<file path="src/rtl/mii_phy_pkg.sv">
package mii_phy_pkg;

   // Index of each rate branch; the generate loop in the top follows this order
   typedef enum logic [1:0] {
      RATE_FAST = 2'd0,
      RATE_SER  = 2'd1,
      RATE_SLOW = 2'd2
   } rate_e;

   localparam int NUM_RATES = 3;

   typedef enum logic [1:0] {
      HB_IDLE = 2'd0,
      HB_GAP  = 2'd1,
      HB_BEAT = 2'd2
   } hb_state_e;

   typedef struct packed {
      logic serial;
      logic speed;
   } straps_t;

   function automatic rate_e pick_rate(straps_t s);
      if (s.serial)     return RATE_SER;
      else if (s.speed) return RATE_FAST;
      else              return RATE_SLOW;
   endfunction

endpackage

</file>
<file path="src/rtl/mii_strap_latch.sv">
module mii_strap_latch
   import mii_phy_pkg::*;
(
   input  logic    clk,
   input  logic    rst_n,
   input  straps_t pins_i,
   output straps_t straps_o
);

   straps_t held_q;

   always_ff @(posedge clk) begin
      if (!rst_n) held_q <= pins_i;
   end

   assign straps_o = held_q;


   strap_hold_chk: assert property (@(posedge clk) disable iff (!rst_n)
      $past(rst_n) |-> $stable(held_q));

endmodule

</file>
<file path="src/rtl/mii_rate_div.sv">
module mii_rate_div #(
   parameter int DIV = 2
) (
   input  logic clk,
   input  logic rst_n,
   output logic clk_o,
   output logic tick_o
);

   localparam int CW = (DIV > 2) ? $clog2(DIV) : 1;
   localparam int HI = DIV / 2;
   localparam logic [CW-1:0] LAST = CW'(DIV - 1);
   localparam logic [CW-1:0] HI_W = CW'(HI);

   generate
      if (DIV < 2) begin : g_bad_div
         $error("mii_rate_div: DIV must be at least 2");
      end
   endgenerate

   logic [CW-1:0] cnt_q;
   logic          clk_q;

   always_ff @(posedge clk) begin
      if (!rst_n) begin
         cnt_q <= '0;
         clk_q <= 1'b0;
      end else begin
         cnt_q <= (cnt_q == LAST) ? '0 : cnt_q + 1'b1;
         clk_q <= (cnt_q < HI_W);
      end
   end

   assign clk_o  = clk_q;
   assign tick_o = rst_n && (cnt_q == '0);


   div_range_chk: assert property (@(posedge clk) disable iff (!rst_n)
      cnt_q <= LAST);

endmodule

</file>
<file path="src/rtl/mii_hdx_handshake.sv">
module mii_hdx_handshake
   import mii_phy_pkg::*;
#(
   parameter int GAP_BITS  = 2,
   parameter int BEAT_BITS = 10
) (
   input  logic clk,
   input  logic rst_n,
   input  logic serial_i,
   input  logic tick_i,
   input  logic txen_i,
   output logic rxdv_o,
   output logic col_o
);

   localparam int MAXB = (GAP_BITS > BEAT_BITS) ? GAP_BITS : BEAT_BITS;
   localparam int BW   = $clog2(MAXB + 1);
   localparam logic [BW-1:0] GAP_LAST  = BW'(GAP_BITS - 1);
   localparam logic [BW-1:0] BEAT_LAST = BW'(BEAT_BITS - 1);

   generate
      if (GAP_BITS < 1 || BEAT_BITS < 1) begin : g_bad_len
         $error("mii_hdx_handshake: GAP_BITS and BEAT_BITS must be positive");
      end
   endgenerate

   hb_state_e      st_q;
   logic [BW-1:0]  bit_q;
   logic           txen_q;
   logic           echo_q;

   always_ff @(posedge clk) begin
      if (!rst_n) begin
         st_q   <= HB_IDLE;
         bit_q  <= '0;
         txen_q <= 1'b0;
         echo_q <= 1'b0;
      end else begin
         txen_q <= txen_i;
         echo_q <= txen_i && !serial_i;
         unique case (st_q)
            HB_IDLE: begin
               if (!serial_i && txen_q && !txen_i) begin
                  st_q  <= HB_GAP;
                  bit_q <= '0;
               end
            end
            HB_GAP: begin
               if (txen_i) begin
                  st_q <= HB_IDLE;
               end else if (tick_i) begin
                  if (bit_q == GAP_LAST) begin
                     st_q  <= HB_BEAT;
                     bit_q <= '0;
                  end else begin
                     bit_q <= bit_q + 1'b1;
                  end
               end
            end
            HB_BEAT: begin
               if (txen_i) begin
                  st_q <= HB_IDLE;
               end else if (tick_i) begin
                  if (bit_q == BEAT_LAST) st_q  <= HB_IDLE;
                  else                    bit_q <= bit_q + 1'b1;
               end
            end
            default: st_q <= HB_IDLE;
         endcase
      end
   end

   assign rxdv_o = echo_q && txen_i;
   assign col_o  = (st_q == HB_BEAT) && !txen_i;


   echo_late_chk: assert property (@(posedge clk) disable iff (!rst_n)
      $rose(rxdv_o) |-> $past(txen_i));


   col_quiet_chk: assert property (@(posedge clk) disable iff (!rst_n)
      $rose(col_o) |-> !$past(txen_i));


   serial_quiet_chk: assert property (@(posedge clk) disable iff (!rst_n)
      serial_i |-> (!rxdv_o && !col_o));

endmodule

</file>
<file path="src/rtl/mii_phy_clkgen.sv">
module mii_phy_clkgen
   import mii_phy_pkg::*;
#(
   parameter int DIV_FAST  = 2,
   parameter int DIV_SER   = 5,
   parameter int DIV_SLOW  = 20,
   parameter int GAP_BITS  = 2,
   parameter int BEAT_BITS = 10
) (
   input  logic clk,
   input  logic rst_n,
   input  logic serial_strap_i,
   input  logic speed_strap_i,
   input  logic txen_i,
   output logic tx_clk_o,
   output logic rx_clk_o,
   output logic rxdv_echo_o,
   output logic col_hb_o
);

   straps_t pins;
   straps_t straps;
   rate_e   sel;
   logic [NUM_RATES-1:0] div_clk;
   logic [NUM_RATES-1:0] div_tick;
   logic    ref_clk;
   logic    bit_tick;

   assign pins.serial = serial_strap_i;
   assign pins.speed  = speed_strap_i;

   mii_strap_latch u_straps (
      .clk      (clk),
      .rst_n    (rst_n),
      .pins_i   (pins),
      .straps_o (straps)
   );

   assign sel = pick_rate(straps);

   for (genvar g = 0; g < NUM_RATES; g++) begin : g_rate
      localparam int D = (g == int'(RATE_FAST)) ? DIV_FAST :
                         (g == int'(RATE_SER))  ? DIV_SER  : DIV_SLOW;
      mii_rate_div #(.DIV(D)) u_div (
         .clk    (clk),
         .rst_n  (rst_n),
         .clk_o  (div_clk[g]),
         .tick_o (div_tick[g])
      );
   end

   assign ref_clk  = div_clk[sel];
   assign bit_tick = div_tick[sel];

   assign tx_clk_o = ref_clk;
   assign rx_clk_o = ref_clk;

   mii_hdx_handshake #(
      .GAP_BITS  (GAP_BITS),
      .BEAT_BITS (BEAT_BITS)
   ) u_hdx (
      .clk      (clk),
      .rst_n    (rst_n),
      .serial_i (straps.serial),
      .tick_i   (bit_tick),
      .txen_i   (txen_i),
      .rxdv_o   (rxdv_echo_o),
      .col_o    (col_hb_o)
   );


   clk_pair_chk: assert property (@(posedge clk) disable iff (!rst_n)
      tx_clk_o == rx_clk_o);


   reset_low_chk: assert property (@(posedge clk)
      !rst_n |=> (!tx_clk_o && !rxdv_echo_o && !col_hb_o));

endmodule

</file>
<file path="config.mk">
export PLATFORM = sky130hd
export DESIGN_NAME = mii_phy_clkgen
export DESIGN_NICKNAME = d
export VERILOG_FILES = /design/src/rtl/mii_phy_pkg.sv /design/src/rtl/mii_strap_latch.sv /design/src/rtl/mii_rate_div.sv /design/src/rtl/mii_hdx_handshake.sv /design/src/rtl/mii_phy_clkgen.sv
export SDC_FILE = /design/constraint.sdc
export NUM_CORES = 1
export LEC_CHECK = 0
export BUFFER_PORTS_ARGS = -buffer_cell sky130_fd_sc_hd__buf_2
export CORE_MARGIN = 2
export CORE_UTILIZATION = 45
export DETAILED_ROUTE_END_ITERATION = 10
export SYNTH_ARGS = -nofsm -noshare
export SYNTH_HDL_FRONTEND = slang
export SYNTH_HIERARCHICAL = 1
export SYNTH_SLANG_ARGS = --single-unit
</file>
<file path="constraint.sdc">
create_clock -name clk -period 1.9 [get_ports clk]
set_clock_uncertainty 0.2 [all_clocks]
set_input_delay 0.285 -clock clk [delete_from_list [all_inputs] [get_ports clk]]
set_output_delay 0.285 -clock clk [all_outputs]
set_load 0.02 [all_outputs]
</file>
==> out/metrics.cfg <==
[detailed_routing]
postRouteAntennaNets = 0
wl_mm = 2.29
drc_errors = 0
via_count = 975
drt-pass1-iter-count = 4
vias_per_cell = 5.33
wl_per_cell_um = 12.5
drt-initial-drc-count = 23

[worst_setup_path]
cp_cell_sequence = inv_2, ha_4, and4b_2, mux2i_1, o21ai_2, nor2b_4, o211ai_1, o311ai_1, o21ai_1
critPathBufInv = 1
reg2reg_to = u_hdx/bit_q[3]$_SDFFE_PN0P_
rrSetupSlack_ns = -0.06
crit_required_ns = 1.91
cp_slowest_cell = dfxtp_2
r2r-start = g_rate[2].u_div/cnt_q[1]$_SDFF_PP0_
crit_family = compound AO/OA/AOI/OAI gates
slowest_delay_ns = 0.35
cp-end-kind = flop
worstPathMaxFanout = 4
crit_path_start_kind = flop
worst_ep_arrival_time_ns = 1.96
ff2ff_path_depth = 9
crit_type = reg -> reg

[power]
p_sw_uw = 269
p_leak_nw = 0.614
p_int_uw = 703
p_clk_frac = 0.270
ir_worst_vdd_mv = 0.496
swShare = 0.277
p_seq_frac = 0.529
power_uw = 972
p_comb_frac = 0.200
power_density_mw_per_mm2 = 661

[yosys]
synth_cells = 128
yosysWarnings = 6
syn_nets = 143
async_reset_ff_frac = 0
synth_edf_count = 2
netlist-cell-type-count = 40
synth_top_flop_cell = dfxtp_1
synthDominantCellAreaShare = 0.336
yosys.area.top_type = dfxtp_1
netlist_area_mm2 = 0.00119
ys_top_cells_by_area = dfxtp_1, ha_1, edfxtp_1, nor2b_1, inv_1
synth_most_common_cell = dfxtp_1
ys_seq_elements = 22
syn_area_per_cell_um2 = 9.31
synthTopCellsByCount = dfxtp_1, inv_1, ha_1
seq_area_frac_synth = 0.387

[grt]
overflow = 0
grt_max_degree = 13
grt_pass1_vias = 949
antenna_found_initial = 0
globalRouteTotalUtil = 0.159
grt_pass1_wl_mm = 3.98

[cts]
root_buffer = clkbuf_4
post_cts_buffers = 0
numClockSinks = 22
clockBufferDepth = 2
clk_pin_slew_ns = 0.13
cts_buffers = 3
cts.htree.levels = 1
cts_tree = yes
clk_latency_ns = 0.31

[die]
die_w_um = 55.5
rows = 18
core-area_mm2 = 0.00250
chipHeight_um = 55.5
die_area_mm2 = 0.00307
pin_count = 9
initial_utilization = 0.476

[worst_hold_path]
hold_path_end = u_hdx/txen_q$_SDFF_PN0_
hold_path_startpoint = txen_i
holdCritPathClass = in -> reg
worstHoldPathCells = 2

[outcome]
status = complete, but fails checks
violations = negative setup slack

[timing]
maxSlewViolCount = 0
fin_crit_sh = 1.03
worstMarginPinSlew_ns = 0.369
setup_viol = 3
final.setup.tns_ns = -0.105
fin_crit_ns = 1.96
relSlewSlack = 0.753
fmax_ghz = 0.511
whs_ns = 0.105
setup_slack_ns = -0.0552
rsz0062_at_grt = yes
hold_viol = 0

[placed_design]
io_buffers = 8
gp_congestion = 0.771
dpl.hpwl_mm = 1.70
place_area_mm2 = 0.00135

[final_layout]
design_area_mm2 = 0.00147
seqCellArea_um2 = 467
multi_input_area_um2 = 732
fillers = 240
diodes = 0
finalNetCount = 169
syn_to_final_growth_pct = 23.5
drive_gt1_frac = 0.333

[flow_run]
drv_cap = 0

## worst max-delay path by stage
stage | slack, ns | start | to | depth (start not counted)
floorplan | 0.02 | g_rate[2].u_div/cnt_q[0]$_SDFF_PP0_ | u_hdx/st_q[0]$_SDFFE_PN0P_ | 9
global placement | -0.006 | g_rate[2].u_div/cnt_q[0]$_SDFF_PP0_ | u_hdx/st_q[0]$_SDFFE_PN0P_ | 9
detailed placement | -0.04 | g_rate[2].u_div/cnt_q[0]$_SDFF_PP0_ | u_hdx/bit_q[3]$_SDFFE_PN0P_ | 9
CTS | -0.02 | g_rate[2].u_div/cnt_q[0]$_SDFF_PP0_ | u_hdx/bit_q[1]$_SDFFE_PN0P_ | 9
global route | -0.16 | g_rate[2].u_div/cnt_q[3]$_SDFF_PP0_ | u_hdx/bit_q[2]$_SDFFE_PN0P_ | 8
finish | -0.06 | g_rate[2].u_div/cnt_q[1]$_SDFF_PP0_ | u_hdx/bit_q[3]$_SDFFE_PN0P_ | 9
## layout make-up
class / count / share of cell area
well taps: 30 / 0.0255
flip-flops and latches: 22 / 0.317
repair buffers: 22 / 0.102
clock buffers: 4 / 0.0247
inverters: 13 / 0.0332
multi-input cells: 92 / 0.497
## per-stage QoR
step / setup slack, ns / cells / util
after floorplan: 0.0160 / 128 / -
after global placement: -0.00575 / 177 / 0.541
after detailed placement: -0.0442 / 177 / 0.541
after CTS: -0.0197 / 183 / 0.569
after global routing: -0.156 / 183 / 0.589
final: -0.0552 / 183 / 0.589
## what timing repair did
item	in CTS	in global routing
pin swaps	7	6
gates resized for setup	11	13
endpoints found under the setup margin	6	7
hold endpoints to repair	2	0
hold buffers	2	0
## logic make-up (layout without fill, tap and decap cells)
logic type / after synthesis / after routing / share of synthesized area
multiplexers: 4 / 4 / 0.0336
AND/OR/NAND/NOR: 50 / 50 / 0.266
buffers and inverters: 14 / 39 / 0.0473
AO/OA/AOI/OAI: 27 / 27 / 0.154
XOR/XNOR: 1 / 1 / 0.00735
flip-flops: 22 / 22 / 0.387
adder cells (fa/ha/maj): 10 / 10 / 0.105
## sequential cells by signal (all words and copies together), names as in the netlist
name	cells
u_straps/straps_o	2
u_hdx/bit_q	4
u_hdx/txen_q	1
g_rate.u_div/cnt_q	9
u_hdx/st_q	2
u_hdx/echo_q	1
g_rate.u_div/clk_o	3
## power by group through the flow
stage                     clock, mW  combinational [mW]  sequential [mW]
final                         0.263               0.195            0.514
after global routing          0.289               0.221            0.519
after CTS                     0.268               0.182            0.512
after detailed placement          0               0.175            0.521
after global placement            0               0.171            0.521
after floorplan                   0               0.111            0.522
## metal layers
| layer | global-route usage | part of all wire | vias up |
|---|---|---|---|
| li1 | - | - | 502 |
| met2 | 0.272 | 0.49 | 18 |
| met4 | 0.0523 | 0.011 | 0 |
| met1 | 0.204 | 0.46 | 451 |
| met3 | 0.0258 | 0.034 | 4 |
| met5 | 0 | 0 | - |
## layout by cell type, fill, tap and decap left out, drive strengths merged, types with 2 or more instances in the layout
cell type,netlist,layout
nand2b,3,3
mux2i,4,4
nor2,7,7
and3b,2,2
a21oi,6,6
o21a,2,2
dlygate4sd3,0,2
inv,13,13
nor3b,3,3
o311ai,2,2
ha,10,10
nand2,7,7
buf,1,20
nor2b,9,9
dfxtp,20,20
nand4b,3,3
edfxtp,2,2
nand3,2,2
and3,3,3
a31o,2,2
nand3b,2,2
o21ai,7,7
clkbuf,0,4
and2,2,2
nor3,3,3
No activity file was read; power rests on OpenSTA's default activity.
